--- src/rtl/irq_pkg.sv ---
package irq_pkg;
  typedef enum logic [1:0] {
    ACK_IDLE   = 2'd0,
    ACK_FIRST  = 2'd1,
    ACK_SECOND = 2'd2
  } ack_state_e;

  localparam logic [7:0] NMI_VEC = 8'h02;
endpackage

--- src/rtl/irq_ack_fsm.sv ---
module irq_ack_fsm
  import irq_pkg::*;
(
  input  logic clk_i,
  input  logic rst_ni,
  input  logic start_i,
  input  logic rdy_i,
  output logic busy_o,
  output logic phase_o,
  output logic done_o
);
  ack_state_e st_q, st_d;

  always_comb begin
    st_d = st_q;
    unique case (st_q)
      ACK_IDLE:   if (start_i) st_d = ACK_FIRST;
      ACK_FIRST:  if (rdy_i)   st_d = ACK_SECOND;
      ACK_SECOND: if (rdy_i)   st_d = ACK_IDLE;
      default:                 st_d = ACK_IDLE;
    endcase
  end

  always_ff @(posedge clk_i or negedge rst_ni) begin
    if (!rst_ni) st_q <= ACK_IDLE;
    else         st_q <= st_d;
  end

  assign busy_o  = (st_q != ACK_IDLE);
  assign phase_o = (st_q == ACK_SECOND);
  assign done_o  = (st_q == ACK_SECOND) && rdy_i;

  AST_PHASE_ORDER: assert property (@(posedge clk_i) disable iff (!rst_ni)
    (st_q == ACK_FIRST && rdy_i) |=> (st_q == ACK_SECOND));
  AST_NO_RESTART: assert property (@(posedge clk_i) disable iff (!rst_ni)
    (st_q == ACK_SECOND && !rdy_i) |=> (st_q == ACK_SECOND));
endmodule

--- src/rtl/irq_nest.sv ---
module irq_nest #(
  parameter int MAX_DEPTH = 4,
  localparam int DW = $clog2(MAX_DEPTH + 1)
) (
  input  logic          clk_i,
  input  logic          rst_ni,
  input  logic          push_i,
  input  logic          push_nmi_i,
  input  logic          pop_i,
  output logic [DW-1:0] depth_o,
  output logic          full_o,
  output logic          nmi_act_o
);
  logic [DW-1:0] depth_q, lvl_q;
  logic          nmi_q;
  logic          pop_ok;

  assign pop_ok = pop_i && (depth_q != '0);

  always_ff @(posedge clk_i or negedge rst_ni) begin
    if (!rst_ni) begin
      depth_q <= '0;
      lvl_q   <= '0;
      nmi_q   <= 1'b0;
    end else begin
      if (push_i && !pop_ok)      depth_q <= depth_q + 1'b1;
      else if (pop_ok && !push_i) depth_q <= depth_q - 1'b1;
      if (push_nmi_i) begin
        nmi_q <= 1'b1;
        lvl_q <= depth_q + 1'b1;
      end else if (pop_ok && nmi_q && depth_q == lvl_q) begin
        nmi_q <= 1'b0;
      end
    end
  end

  assign depth_o   = depth_q;
  assign full_o    = (depth_q == DW'(MAX_DEPTH));
  assign nmi_act_o = nmi_q;

  AST_DEPTH_BOUND: assert property (@(posedge clk_i) disable iff (!rst_ni)
    depth_q <= DW'(MAX_DEPTH));
  AST_NMI_SINGLE: assert property (@(posedge clk_i) disable iff (!rst_ni)
    push_nmi_i |-> !nmi_q);
endmodule

--- src/rtl/irq_arb.sv ---
module irq_arb (
  input  logic clk_i,
  input  logic rst_ni,
  input  logic mreq_i,
  input  logic nmi_i,
  input  logic ie_set_i,
  input  logic ie_clr_i,
  input  logic iret_i,
  input  logic busy_i,
  input  logic full_i,
  input  logic nmi_act_i,
  output logic acc_nmi_o,
  output logic acc_mask_o,
  output logic ie_o
);
  logic ie_q, pend_q;
  logic can_acc, nmi_req;

  // returns and running acknowledge sequences block new acceptance
  assign can_acc    = !busy_i && !full_i && !iret_i;
  assign nmi_req    = nmi_i || pend_q;
  assign acc_nmi_o  = nmi_req && !nmi_act_i && can_acc;
  assign acc_mask_o = mreq_i && ie_q && can_acc && !acc_nmi_o;

  always_ff @(posedge clk_i or negedge rst_ni) begin
    if (!rst_ni) begin
      ie_q   <= 1'b0;
      pend_q <= 1'b0;
    end else begin
      pend_q <= acc_nmi_o ? 1'b0 : nmi_req;
      if (acc_nmi_o || acc_mask_o) ie_q <= 1'b0;
      else if (ie_set_i)           ie_q <= 1'b1;
      else if (ie_clr_i)           ie_q <= 1'b0;
    end
  end

  assign ie_o = ie_q;

  AST_NMI_WINS: assert property (@(posedge clk_i) disable iff (!rst_ni)
    (nmi_i && mreq_i && ie_q && can_acc && !nmi_act_i) |=> !busy_i);
  AST_PEND_KEPT: assert property (@(posedge clk_i) disable iff (!rst_ni)
    (nmi_i && nmi_act_i) |=> pend_q);
endmodule

--- src/rtl/irq_sequencer.sv ---
module irq_sequencer
  import irq_pkg::*;
#(
  parameter int MAX_DEPTH = 4,
  localparam int DW = $clog2(MAX_DEPTH + 1)
) (
  input  logic          clk_i,
  input  logic          rst_ni,
  input  logic          mreq_i,
  input  logic          nmi_i,
  input  logic          ie_set_i,
  input  logic          ie_clr_i,
  input  logic          iret_i,
  input  logic          ack_rdy_i,
  input  logic [7:0]    data_i,
  output logic          lock_o,
  output logic          ack_phase_o,
  output logic          take_o,
  output logic          take_nmi_o,
  output logic [7:0]    take_vec_o,
  output logic          ie_o,
  output logic          nmi_act_o,
  output logic [DW-1:0] depth_o
);
  logic busy, done, full, nmi_act;
  logic acc_nmi, acc_mask;
  logic take_q, take_nmi_q;
  logic [7:0] vec_q;

  irq_arb u_arb (
    .clk_i, .rst_ni, .mreq_i, .nmi_i, .ie_set_i, .ie_clr_i, .iret_i,
    .busy_i(busy), .full_i(full), .nmi_act_i(nmi_act),
    .acc_nmi_o(acc_nmi), .acc_mask_o(acc_mask), .ie_o(ie_o)
  );

  irq_ack_fsm u_ack (
    .clk_i, .rst_ni, .start_i(acc_mask), .rdy_i(ack_rdy_i),
    .busy_o(busy), .phase_o(ack_phase_o), .done_o(done)
  );

  irq_nest #(.MAX_DEPTH(MAX_DEPTH)) u_nest (
    .clk_i, .rst_ni, .push_i(acc_nmi || done), .push_nmi_i(acc_nmi),
    .pop_i(iret_i), .depth_o(depth_o), .full_o(full), .nmi_act_o(nmi_act)
  );

  always_ff @(posedge clk_i or negedge rst_ni) begin
    if (!rst_ni) begin
      take_q     <= 1'b0;
      take_nmi_q <= 1'b0;
      vec_q      <= '0;
    end else begin
      take_q     <= acc_nmi || done;
      take_nmi_q <= acc_nmi;
      if (acc_nmi)   vec_q <= NMI_VEC;
      else if (done) vec_q <= data_i;
    end
  end

  assign lock_o     = busy;
  assign take_o     = take_q;
  assign take_nmi_o = take_nmi_q;
  assign take_vec_o = vec_q;
  assign nmi_act_o  = nmi_act;

  AST_MASK_NEEDS_IE: assert property (@(posedge clk_i) disable iff (!rst_ni)
    $rose(lock_o) |-> $past(ie_o));
  AST_IE_CLR_ON_NMI: assert property (@(posedge clk_i) disable iff (!rst_ni)
    (take_o && take_nmi_o) |-> !ie_o);
  AST_NMI_NO_ACK: assert property (@(posedge clk_i) disable iff (!rst_ni)
    (take_o && take_nmi_o) |-> !$past(lock_o));
  AST_NMI_ACTIVE: assert property (@(posedge clk_i) disable iff (!rst_ni)
    (take_o && take_nmi_o) |-> nmi_act_o);
endmodule

--- config.mk ---
export PLATFORM = sky130hd
export DESIGN_NAME = irq_sequencer
export DESIGN_NICKNAME = d
export VERILOG_FILES = /design/src/rtl/irq_pkg.sv /design/src/rtl/irq_ack_fsm.sv /design/src/rtl/irq_nest.sv /design/src/rtl/irq_arb.sv /design/src/rtl/irq_sequencer.sv
export SDC_FILE = /design/constraint.sdc
export NUM_CORES = 1
export LEC_CHECK = 0
export BUFFER_PORTS_ARGS = -buffer_cell sky130_fd_sc_hd__buf_2
export CAP_MARGIN = 20
export CORE_MARGIN = 2
export CORE_UTILIZATION = 52
export CTS_CLUSTER_SIZE = 12
export DETAILED_ROUTE_END_ITERATION = 12
export PLACE_DENSITY_LB_ADDON = 0.1
export RECOVER_POWER = 100
export SLEW_MARGIN = 10
export SYNTH_ARGS = -nofsm -noshare
export SYNTH_HDL_FRONTEND = slang
export SYNTH_SLANG_ARGS = --single-unit
--- constraint.sdc ---
create_clock -name clk_i -period 6.26 [get_ports clk_i]
set_clock_uncertainty 0.15 [all_clocks]
set_input_delay 1.878 -clock clk_i [delete_from_list [all_inputs] [get_ports clk_i]]
set_output_delay 1.878 -clock clk_i [all_outputs]
set_load 0.03 [all_outputs]
== After elaboration in Yosys (flattened, before gate mapping) ==
Index checks and enable logic that the tools add are counted.

* Register bits: 21
* Input bits: 16
* Output and inout port bits: 17
* Logic and storage cells: 63

* $add $sub $neg: 2
* Equality and inequality tests: 7
* Mux-type cells: 14
* Reduce and logical (&&, ||, !) cells: 31

{| class="wikitable"
|+ Operators with widths
! operator !! count
|-
| 8-bit 2-to-1 mux || 2
|-
| 1-bit logical AND || 13
|-
| 2-bit nonzero test || 4
|-
| 1-bit zero test || 7
|-
| 1-bit 2-to-1 mux || 6
|-
| 2-bit 2-to-1 mux || 3
|-
| 3-bit 2-to-1 mux || 2
|-
| 2-bit inequality test (second input constant) || 3
|-
| 2-bit one-hot mux with 3 select lines || 1
|-
| 3-bit nonzero test || 2
|-
| 3-bit by 1-bit adder with 3-bit output (second input constant) || 1
|-
| 3-bit == test || 1
|-
| 3-bit == test (second input constant) || 1
|-
| 1-bit logical OR || 3
|-
| 3-bit AND reduction || 1
|-
| 3-bit by 1-bit subtractor with 3-bit output (second input constant) || 1
|-
| 2-bit by 1-bit == test with 1-bit output (second input constant) || 1
|-
| 2-bit == test (second input constant) || 1
|-
| 2-bit zero test || 1
|}

== Depth between registers and ports, before layout ==
Gate-level depths: netlist of run 1.

* Word-level depth: 10
* Depth in mapped cells: 8
* Gate-level depth less buffers: 8

== Hierarchy ==
A second synthesis of run 1 with hierarchy kept.

* Cell total of the unflattened synthesis: 84
* Area total of the unflattened synthesis: 1001.0 µm²

{| class="wikitable"
|+ Modules (own cells, without submodules)
! module !! times used !! cells an instance !! area each (µm²) !! seq. area each (µm²)
|-
| irq_sequencer || 1 || 29 || 386.6 || 250.2
|-
| irq_nest || 1 || 33 || 382.9 || 175.2
|-
| irq_arb || 1 || 12 || 116.4 || 50.0
|-
| irq_ack_fsm || 1 || 10 || 115.1 || 50.0
|}

== Worst setup path before layout of run 1 ==
No wires, ideal clock.

* Path type: input to register
* Start point: in iret_i
* End point: reg u_nest.depth_q[2], in the netlist u_nest.depth_o[2]
* Setup time: 0.140 ns
* Arrival time: 3.041 ns
* Slack: 2.929 ns
* Cell stages on the path: 6
* Cells stage by stage: a2111o_1 o21ai_0 ha_1 mux2i_1 nor2_1 xor2_1

* Cells in the longest elaborated chain, start to end: 7
* Elaborated cells on any way between the ends: 11

{| class="wikitable"
|+ Ends and longest elaborated chain
! element !! RTL line !! source
|-
| start: declaration || irq_sequencer.sv:13 || <nowiki>input logic iret_i,</nowiki>
|-
| 1-bit zero test * || irq_arb.sv:20 || <nowiki>assign can_acc = !busy_i && !full_i && !iret_i;</nowiki>
|-
| 1-bit logical AND * || irq_arb.sv:20 ||
|-
| 1-bit logical AND * || irq_arb.sv:22 || <nowiki>assign acc_nmi_o = nmi_req && !nmi_act_i && can_acc;</nowiki>
|-
| 1-bit logical OR * || irq_sequencer.sv:42 || <nowiki>.clk_i, .rst_ni, .push_i(acc_nmi || done), .push_nmi_i(acc_nmi),</nowiki>
|-
| via u_nest.push_i || irq_nest.sv:7 || <nowiki>input logic push_i,</nowiki>
|-
| 1-bit zero test || irq_nest.sv:27 || <nowiki>else if (pop_ok && !push_i) depth_q <= depth_q - 1'b1;</nowiki>
|-
| 1-bit logical AND || irq_nest.sv:27 ||
|-
| 2-bit nonzero test (no source line) || - ||
|-
| end signal: assignment || irq_nest.sv:26 || <nowiki>if (push_i && !pop_ok) depth_q <= depth_q + 1'b1;</nowiki>
|-
| end signal: assignment || irq_nest.sv:27 ||
|-
| end: declaration || irq_nest.sv:14 || <nowiki>logic [DW-1:0] depth_q, lvl_q;</nowiki>
|}

Mark *: on every way through the listed nets, which the timed path passes. The rest lies on a longest branch.
A chain may end at the register's enable or synchronous reset.

== Worst setup path in the final report of run 1 ==
* Start point: in iret_i
* End point: reg u_nest.lvl_q[1]

* Cells in the longest elaborated chain, start to end: 3

{| class="wikitable"
|+ Ends and longest elaborated chain
! element !! RTL line !! source
|-
| 1-bit zero test || irq_arb.sv:20 ||
|-
| 1-bit logical AND || irq_arb.sv:20 ||
|-
| 1-bit logical AND || irq_arb.sv:22 ||
|-
| end signal: assignment || irq_nest.sv:30 || <nowiki>lvl_q <= depth_q + 1'b1;</nowiki>
|-
| end: declaration || irq_nest.sv:14 ||
|}

No other way between the ends.

==> results.py, run 1 <==
metrics = {
    "drt": {
        "ant_nets": 0,
        "firstDrtPassIters": 3,
        "drtIter0Drc": 6,
        "vias": 677,
        "drc": 0,
        "wire_per_inst_microns": 11.5,
        "wl_microns": 1640,
        "avgViaCountPerCell": 4.77,
    },
    "global_routing": {
        "grt.total_usage_pct": 15.7,
        "grt_pass1_wl_microns": 2430,
        "grt_antenna_before_repair": 0,
        "gr-total-overflow": 0,
        "grt_use_met2_pct": 23.6,
        "grt_pass1_vias": 569,
        "grt_max_degree": 22,
        "use_met3_pct": 2.69,
        "use_met1_pct": 21.7,
        "busiest_layer": "met2",
    },
    "clock_tree": {
        "cts.sinks": 21,
        "cts_root_buf": "clkbuf_4",
        "clk-insertion-delay-late_ns": 0.29,
        "clockBufferDepth": 2,
        "cts_buffers": 3,
        "post_cts_resized": 0,
        "htreeDepth": 1,
        "clk_pin_slew_worst_paths_ns": 0.11,
        "postCtsHoldBufs": 0,
        "cts_tree": "done",
        "post_cts_buffers": 0,
    },
    "synthesis": {
        "netlist_area_sq_um": 970,
        "synth_edf_count": 0,
        "yosys-top-cells-count": "21 x dfrtp_1, 12 x nor2_1, 10 x mux2i_1",
        "synth_seq_area_share_pct": 54.2,
        "synth_seq_cells": 21,
        "ys_async_sr_fraction_pct": 100,
        "synth_top_cell_by_area": "dfrtp_1",
        "synth_top_area_share_pct": 54.2,
        "yosys.cell_types.count": 23,
        "ys_top_cells_by_area": "dfrtp_1 54%, mux2i_1 10%, ha_1 5.2%, nor2_1 4.6%, mux2_2 3.5%",
        "synth_most_common_cell": "dfrtp_1",
        "syn_avg_cell_area_sq_um": 11.7,
        "synth_cells": 83,
        "syn_nets": 103,
        "yosysWarnings": 0,
        "synth_ff_type": "dfrtp_1",
    },
    "setup_path": {
        "slowest_stage": "nor2_1",
        "crit_path_end_kind": "flop",
        "cp_top_family": "simple AND/OR/NAND/NOR gates",
        "worst_setup_path_start_kind": "input port",
        "rr_endpoint": "u_nest.lvl_q[1]",
        "crit_fanout": 13,
        "r2r_start": "u_nest.depth_o[0]",
        "cpPeakStageDelay_ns": 0.68,
        "regToRegSetupSlack_ns": 3.65,
        "crit_chain": "clkbuf_1, a2111o_1, nor2_1, mux2_2",
        "arrival_ns": 3.41,
        "r2r_cells": 5,
        "cp.required_ns": 6.30,
        "path_class": "in -> reg",
        "cp_num_buf_inv": 1,
    },
    "outcome": {
        "status": "complete, no violations",
    },
    "finish": {
        "diodes": 0,
        "layout-drive-gt1-share_pct": 17.9,
        "nNetsFinal": 138,
        "fillCellCount": 164,
        "area_growth_pct": 17.5,
        "fin_util_pct": 65.3,
    },
    "floorplanning": {
        "coreArea_sq_um": 1750,
        "fp.dieH_microns": 47.2,
        "die_area_sq_um": 2230,
        "initial_utilization_pct": 55.6,
        "chipWidth_microns": 47.2,
        "core.rowCount": 15,
        "io_pins": 33,
    },
    "sta": {
        "tightest_slew_ns": 1.09,
        "fin_crit_sh_pct": 53.9,
        "finalSetupViolations": 0,
        "rsz0062_at_grt": "false",
        "fmax_mhz": 296,
        "slew_headroom_pct": 27.4,
        "fin_tns_setup_ns": 0,
        "layout_min_cycle_time_ns": 3.37,
        "drv_slew": 0,
        "final_hold_viol_count": 0,
    },
    "pwr": {
        "intPower_uw": 313,
        "vdd_drop_max_mv": 0.285,
        "p_switching_uw": 256,
        "swShare_pct": 45.0,
        "power.density_nw_per_um2": 499,
        "seqPwrFrac_pct": 39.6,
        "p_leak_nw": 0.595,
        "pwr-share-comb_pct": 49.5,
        "clkPwrFrac_pct": 10.9,
    },
    "worst_hold_path": {
        "hold_class": "reg -> reg",
        "hold_depth": 2,
        "min_from": "take_vec_o[7]",
        "hold_path_end": "take_vec_o[7]",
    },
    "job": {
        "drv_cap": 0,
    },
    "placement": {
        "finalWeightedCongestion": 0.779,
        "io_buffers": 32,
        "hpwl_microns": 1210,
    },
}
-- logic make-up (layout without fill, tap and decap cells) --
kind of cell / after synthesis / after routing / share of synthesized area, %
buf+inv: 7 / 41 / 3.61
fa+ha+maj: 4 / 4 / 5.16
xor+xnor: 6 / 6 / 5.42
compound gates: 11 / 11 / 7.48
flops: 21 / 21 / 54.2
simple gates: 21 / 21 / 10.3
mux: 13 / 13 / 13.8
-- cell usage in the layout, fill, tap and decap left out, drive strengths merged --
| master | n |
|---|---|
| clkbuf | 23 |
| dfrtp | 21 |
| nor2 | 13 |
| buf | 12 |
| mux2i | 10 |
| inv | 5 |
| o21ai | 4 |
| ha | 4 |
| mux2 | 3 |
| a21oi | 3 |
| xor2 | 3 |
| xnor2 | 3 |
| nand2b | 2 |
| nand2 | 2 |
| or2 | 1 |
| o21bai | 1 |
| a2111o | 1 |
| nand3b | 1 |
| nand3 | 1 |
| nor3 | 1 |
| o22a | 1 |
| o32ai | 1 |
| clkinv | 1 |
-- sequential cells by signal, summed over array words and instances (netlist names), 2 cells and up --
| register | count |
|---|---|
| take_vec_o | 8 |
| u_nest.depth_o | 3 |
| u_nest.lvl_q | 3 |
| u_ack.st_q | 2 |
-- stage by stage --
stage	hold slack (ns)	std cells	area [sq um]	total power, mW	setup WS, ns
2_1_floorplan	0.340	83	970	0.453	2.93
3_3_place_gp	0.347	138	1140	0.524	2.71
3_5_place_dp	0.357	138	1140	0.525	2.67
4_1_cts	0.385	142	1170	0.592	2.98
5_1_grt	0.405	142	1140	0.610	2.76
6_report	0.382	142	1140	0.569	2.89
-- layout make-up --
type                            count  area, sq um  share of cell area, %
Sequential cell                    21          526                   46.1
Timing Repair Buffer               32          135                   11.9
Clock inverter                      1         5.00                  0.439
Tap cell                           25         31.3                   2.74
Inverter                            5         18.8                   1.65
Clock buffer                        3         22.5                   1.98
Multi-Input combinational cell     55          402                   35.2
-- worst reg2reg max path, cell delays in order, from the launching register on --
cell and delay [ns]:
dfrtp_1 0.45, inv_1 0.10, ha_1 0.24, a2111o_1 0.48, nor2_1 0.68, mux2_2 0.41
-- power groups by stage --
stage	clock (mW)	combinational, mW	sequential (mW)
CTS	0.0672	0.300	0.225
global route	0.0692	0.308	0.233
detailed placement	0	0.297	0.228
finish	0.0619	0.282	0.226
global placement	0	0.297	0.227
floorplan	0	0.166	0.287
-- worst max path at each step --
stage | start | end | slack (ns) | cells past startpoint
after global routing | iret_i | u_nest.lvl_q[0] | 2.76 | 4
final | iret_i | u_nest.lvl_q[1] | 2.89 | 4
after floorplan | iret_i | u_nest.depth_o[2] | 2.93 | 6
after global placement | ack_rdy_i | u_nest.depth_o[2] | 2.71 | 7
after CTS | ack_rdy_i | u_nest.depth_o[2] | 2.98 | 6
after detailed placement | ack_rdy_i | u_nest.depth_o[2] | 2.67 | 7
-- routing by layer --
layer  part of all wire (%)  wire (microns)
met1                     49             802
met2                     46             747
met3                    4.5              74
met4                   0.73              12
met5                      0               0
Power figures use the tool's default switching activity.
==> run 2: changes to the inputs <==
--- a/config.mk
+++ b/config.mk
@@ -7,8 +7,9 @@
 export LEC_CHECK = 0
 export BUFFER_PORTS_ARGS = -buffer_cell sky130_fd_sc_hd__buf_2
 export CAP_MARGIN = 20
+export CORE_ASPECT_RATIO = 0.6
 export CORE_MARGIN = 2
-export CORE_UTILIZATION = 52
+export CORE_UTILIZATION = 43
 export CTS_CLUSTER_SIZE = 12
 export DETAILED_ROUTE_END_ITERATION = 12
 export PLACE_DENSITY_LB_ADDON = 0.1
==> constraint.sdc (replaced) <==
create_clock -name clk_i -period 2.72 [get_ports clk_i]
set_clock_uncertainty 0.15 [all_clocks]
set_input_delay 0.816 -clock clk_i [delete_from_list [all_inputs] [get_ports clk_i]]
set_output_delay 0.816 -clock clk_i [all_outputs]
set_load 0.03 [all_outputs]
==> run 2 against run 1 <==
  * Sequential share of layout area is 1.5 points lower
  * Count of clock-buffer cells in the layout unchanged
  * Combinational power up 130%
  * Design area increased by 3.3%
  * Register-to-register slack worse by 3.3 ns
  * Wire length rose by 11%
  * Via count up 3.7%
  * Total power increased by 140%
  * Global-route usage fell by 0.63 points
  * Clock power grew to 3.2 times the previous value
  * Critical path type is now reg -> reg
  * Largest power group unchanged
==> results.py, run 2 (synthesis gave the netlist of run 1 again) <==
metrics = {
    "drt": {
        "drc": 0,
        "route.met2.wl_microns": 747,
        "wl_microns": 1820,
        "drtIter0Drc": 33,
        "ant_nets": 0,
        "firstDrtPassIters": 4,
        "maxUsedRoutingLayer": "met4",
        "wl_met1_microns": 923,
        "vias": 702,
        "avgViaCountPerCell": 4.71,
        "wire_per_inst_microns": 12.2,
        "route.met3.wl_microns": 141,
    },
    "setup_path": {
        "crit_path_end_kind": "flop",
        "cp.required_ns": 2.71,
        "arrival_ns": 2.40,
        "regToRegSetupSlack_ns": 0.31,
        "crit_fanout": 5,
        "path_class": "reg -> reg",
        "worst_setup_path_start_kind": "flop",
    },
    "finish": {
        "layout-drive-gt1-share_pct": 19.3,
        "fin_util_pct": 54.8,
        "largest_register_ffs": 8,
        "multi_input_area_sq_um": 402,
        "regArea_sq_um": 526,
        "fin_cells": 149,
        "nNetsFinal": 140,
        "area_growth_pct": 21.4,
        "layout_commonest_cell": "dfrtp_1",
        "fillCellCount": 209,
        "final_cell_mix": "21 x dfrtp_1, 20 x clkbuf_1, 13 x nor2_1, 13 x buf_2, 10 x mux2i_1",
        "diodes": 0,
    },
    "clock_tree": {
        "postCtsHoldBufs": 0,
        "cts.sinks": 21,
        "clk-insertion-delay-late_ns": 0.26,
        "post_cts_resized": 0,
        "cts_root_buf": "clkbuf_8",
        "htreeDepth": 1,
        "clk_pin_slew_worst_paths_ns": 0.07,
        "clockBufferDepth": 2,
        "cts_buffers": 3,
        "cts_tree": "done",
        "post_cts_buffers": 0,
    },
    "pwr": {
        "seqPwrFrac_pct": 38.0,
        "intPower_uw": 773,
        "pwr-share-comb_pct": 47.5,
        "p_leak_nw": 0.611,
        "clkPwrFrac_pct": 14.4,
        "vdd_drop_max_mv": 0.536,
        "p_switching_uw": 609,
        "power.density_nw_per_um2": 1170,
        "swShare_pct": 44.1,
    },
    "floorplanning": {
        "die_area_sq_um": 2660,
        "initial_utilization_pct": 45.2,
        "io_pins": 33,
        "core.rowCount": 13,
        "chipWidth_microns": 65.3,
        "coreArea_sq_um": 2150,
        "fp.dieH_microns": 40.8,
    },
    "job": {
        "drv_cap": 0,
    },
    "sta": {
        "fin_tns_setup_ns": 0,
        "finalSetupViolations": 0,
        "tightest_slew_ns": 1.11,
        "slew_headroom_pct": 26.0,
        "setup_ws_ns": 0.312,
        "fin_crit_sh_pct": 88.5,
        "fmax_mhz": 415,
        "rsz0062_at_grt": "false",
        "drv_slew": 0,
        "final_hold_viol_count": 0,
        "layout_min_cycle_time_ns": 2.41,
        "hold_ws_ns": 0.379,
    },
    "global_routing": {
        "grt_pass1_vias": 624,
        "grt.total_usage_pct": 15.1,
        "grt_max_degree": 22,
        "grt_pass1_wl_microns": 2790,
        "grt_antenna_before_repair": 0,
        "gr-total-overflow": 0,
    },
    "worst_hold_path": {
        "hold_class": "reg -> reg",
    },
    "placement": {
        "hpwl_microns": 1390,
        "finalWeightedCongestion": 0.805,
        "dp.cells": 145,
        "io_buffers": 32,
        "post-place-ws_ns": 0.224,
    },
    "outcome": {
        "status": "complete, no violations",
    },
}
[run 2: changes by cell type in the layout (fill, tap and decap cells not counted), sizes merged]
cell,previous run,this run
buf,12,14
[run 2: power groups by stage]
| stage | clock network (mW) | logic (mW) | registers [mW] |
|---|---|---|---|
| after CTS | 0.210 | 0.704 | 0.523 |
| after floorplan | 0 | 0.383 | 0.661 |
| final | 0.200 | 0.657 | 0.525 |
| after detailed placement | 0 | 0.702 | 0.528 |
| after global routing | 0.224 | 0.720 | 0.546 |
| after global placement | 0 | 0.695 | 0.525 |
[run 2: worst paths after layout]
path,startpoint,endpoint,depth (start not counted)
setup / recovery,u_nest.depth_o[0],u_nest.depth_o[2],8
hold / removal,take_vec_o[2],take_vec_o[2],2
setup reg to reg,u_nest.depth_o[0],u_nest.depth_o[2],8
hold reg to reg,take_vec_o[2],take_vec_o[2],2
max in group asynchronous,rst_ni,take_vec_o[1],1
min in group asynchronous,rst_ni,u_nest.depth_o[1],1
[run 2: routing by layer]
layer,GRT usage [%],up-vias
met5,0,-
met4,3.13,0
met3,6.59,2
met2,24.0,28
met1,19.5,322
li1,-,350
[run 2: worst max-delay path, cell delays in order (launching register included)]
cell and delay, ns:
dfrtp_1 0.43, inv_1 0.10, ha_1 0.24, a2111o_1 0.47
o21ai_0 0.25, ha_1 0.25, mux2i_1 0.20, nor2_1 0.07
xor2_1 0.13
[run 2: area by class of cell]
class | count | share of cell area [%]
multi-input cells | 55 | 34.1
well taps | 30 | 3.19
flip-flops and latches | 21 | 44.6
clock inverters | 1 | 0.425
inverters | 5 | 1.59
repair buffers | 34 | 12.5
clock buffers | 3 | 3.51
[run 2: through the flow]
| stage | power (mW) | area, sq um |
|---|---|---|
| after floorplan | 1.04 | 970 |
| after global placement | 1.22 | 1170 |
| after detailed placement | 1.23 | 1170 |
| after CTS | 1.44 | 1210 |
| after global routing | 1.49 | 1180 |
| final | 1.38 | 1180 |
==> run 3: changes to the inputs <==
--- a/config.mk
+++ b/config.mk
@@ -7,13 +7,16 @@
 export LEC_CHECK = 0
 export BUFFER_PORTS_ARGS = -buffer_cell sky130_fd_sc_hd__buf_2
 export CAP_MARGIN = 20
+export CELL_PAD_IN_SITES_DETAIL_PLACEMENT = 2
+export CELL_PAD_IN_SITES_GLOBAL_PLACEMENT = 2
 export CORE_ASPECT_RATIO = 0.6
 export CORE_MARGIN = 2
-export CORE_UTILIZATION = 43
+export CORE_UTILIZATION = 27
 export CTS_CLUSTER_SIZE = 12
 export DETAILED_ROUTE_END_ITERATION = 12
 export PLACE_DENSITY_LB_ADDON = 0.1
 export RECOVER_POWER = 100
+export SKIP_LAST_GASP = 1
 export SLEW_MARGIN = 10
 export SYNTH_ARGS = -nofsm -noshare
 export SYNTH_HDL_FRONTEND = slang
==> run 3 against run 2 <==
  * Setup slack lost 0.033 ns
  * Wire length grew 33%
  * First-iteration DRC count grew 6.1%
  * Die area grew 54%
  * Utilization shrank 19 points
  * Cell count grew 11%
  * Sequential cell count is the same
  * Count of clock-buffer cells in the layout grew 1
  * Maximum frequency shrank 1.4%
  * Design area grew 2.6%
  * Largest cell class unchanged
==> results.py, run 3 (synthesis gave the netlist of run 1 again) <==
metrics = {
    "outcome": {
        "status": "complete, no violations",
    },
    "pwr": {
        "vdd_drop_max_mv": 0.472,
        "power.density_nw_per_um2": 1190,
        "p_total_mw": 1.44,
        "p_leak_nw": 0.618,
    },
    "clock_tree": {
        "clockBufferDepth": 2,
        "cts.sinks": 21,
        "post_cts_resized": 0,
        "clk_pin_slew_worst_paths_ns": 0.07,
        "htreeDepth": 1,
        "postCtsHoldBufs": 0,
        "post_cts_buffers": 0,
        "cts_buffers": 3,
        "cts_root_buf": "clkbuf_8",
        "cts_tree": "done",
        "clk-insertion-delay-late_ns": 0.26,
    },
    "finish": {
        "fin_util_pct": 36.1,
        "nNetsFinal": 142,
        "layout-drive-gt1-share_pct": 19.8,
        "multi_input_area_sq_um": 402,
        "diodes": 0,
        "area_growth_pct": 24.5,
        "largest_register_ffs": 8,
        "final_cell_mix": "21 x clkbuf_1, 21 x dfrtp_1, 13 x nor2_1, 13 x buf_2, 10 x mux2i_1",
        "fillCellCount": 371,
        "regArea_sq_um": 526,
    },
    "drt": {
        "drtIter0Drc": 35,
        "wl_microns": 2410,
        "avgViaCountPerCell": 4.64,
        "drc": 0,
        "vias": 771,
        "firstDrtPassIters": 2,
        "ant_nets": 0,
        "wire_per_inst_microns": 14.5,
    },
    "setup_path": {
        "arrival_ns": 2.50,
        "crit_fanout": 10,
        "cpPeakStageDelay_ns": 0.48,
        "path_class": "reg -> reg",
        "slowest_stage": "dfrtp_1",
        "crit_path_end_kind": "flop",
        "cp.required_ns": 2.78,
        "crit_chain": "inv_1, ha_1, a2111o_1, clkbuf_1, nor2_1, clkbuf_2, o22a_2",
        "worst_setup_path_start_kind": "flop",
    },
    "placement": {
        "finalWeightedCongestion": 0.810,
        "hpwl_microns": 1920,
        "io_buffers": 32,
    },
    "global_routing": {
        "grt_pass1_wl_microns": 3950,
        "grt.total_usage_pct": 13.5,
        "use_met3_pct": 4.32,
        "grt_max_degree": 22,
        "grt_pass1_vias": 778,
        "gr-total-overflow": 0,
        "grt_antenna_before_repair": 0,
        "grt_use_met2_pct": 18.7,
        "busiest_layer": "met1",
        "use_met1_pct": 18.7,
    },
    "sta": {
        "fin_tns_setup_ns": 0,
        "fin_crit_sh_pct": 89.8,
        "layout_min_cycle_time_ns": 2.44,
        "hold_ws_ns": 0.371,
        "tightest_slew_ns": 1.11,
        "slew_headroom_pct": 26.2,
        "finalSetupViolations": 0,
        "rsz0062_at_grt": "false",
        "drv_slew": 0,
        "final_hold_viol_count": 0,
        "fmax_mhz": 410,
    },
    "worst_hold_path": {
        "hold_class": "reg -> reg",
    },
    "floorplanning": {
        "fp.dieH_microns": 50.4,
        "coreArea_sq_um": 3340,
        "initial_utilization_pct": 29.0,
        "chipWidth_microns": 81.4,
        "core.rowCount": 16,
        "die_area_sq_um": 4100,
        "io_pins": 33,
    },
    "job": {
        "drv_cap": 0,
    },
}
-- run 3: final timing paths --
check                                   from          endpoint  slack [ns]  cells past startpoint
setup reg to reg           u_nest.depth_o[1]  u_nest.nmi_act_o        0.28                      7
hold / removal                 take_vec_o[1]     take_vec_o[1]        0.37                      2
setup / recovery           u_nest.depth_o[1]  u_nest.nmi_act_o        0.28                      7
max in group asynchronous             rst_ni   u_nest.lvl_q[2]        1.17                      1
hold reg to reg                take_vec_o[1]     take_vec_o[1]        0.37                      2
min in group asynchronous             rst_ni   u_nest.lvl_q[1]        0.59                      1
-- run 3: critical path, delay by kind of cell (launching register included) --
family | cells | cell delay, ns
AOI/OAI and AO/OA | 2 | 0.60
adders and majority gates | 1 | 0.23
buffers and inverters | 3 | 0.56
DFF | 1 | 0.48
and+or+nand+nor | 1 | 0.37
-- run 3: per-stage QoR --
| stage | worst slack, ns | cells | instance area [sq um] |
|---|---|---|---|
| 2_1_floorplan | 0.221 | 83 | 970 |
| 3_3_place_gp | 0.360 | 162 | 1200 |
| 3_5_place_dp | 0.318 | 162 | 1200 |
| 4_1_cts | 0.339 | 166 | 1240 |
| 5_1_grt | 0.147 | 166 | 1210 |
| 6_report | 0.279 | 166 | 1210 |
-- run 3: cell type report --
cell class / count / area share [%]
flip-flops and latches: 21 / 43.5
multi-input cells: 55 / 33.3
repair buffers: 36 / 13.3
well taps: 45 / 4.66
clock buffers: 4 / 3.73
inverters: 5 / 1.55
-- run 3: report_power, final --
group	internal [mW]	leakage [nW]	total [mW]	switching, mW
clock	0.105	0.0228	0.206	0.101
combinational	0.258	0.333	0.700	0.442
sequential	0.427	0.261	0.535	0.108
-- run 3: routing by layer --
metal / wire [microns] / part of all wire (%) / vias up
met5: 0 / 0 / -
met4: 52 / 2.2 / 0
met3: 116 / 4.8 / 5
met2: 1010 / 42 / 20
met1: 1230 / 51 / 389
li1: - / - / 357
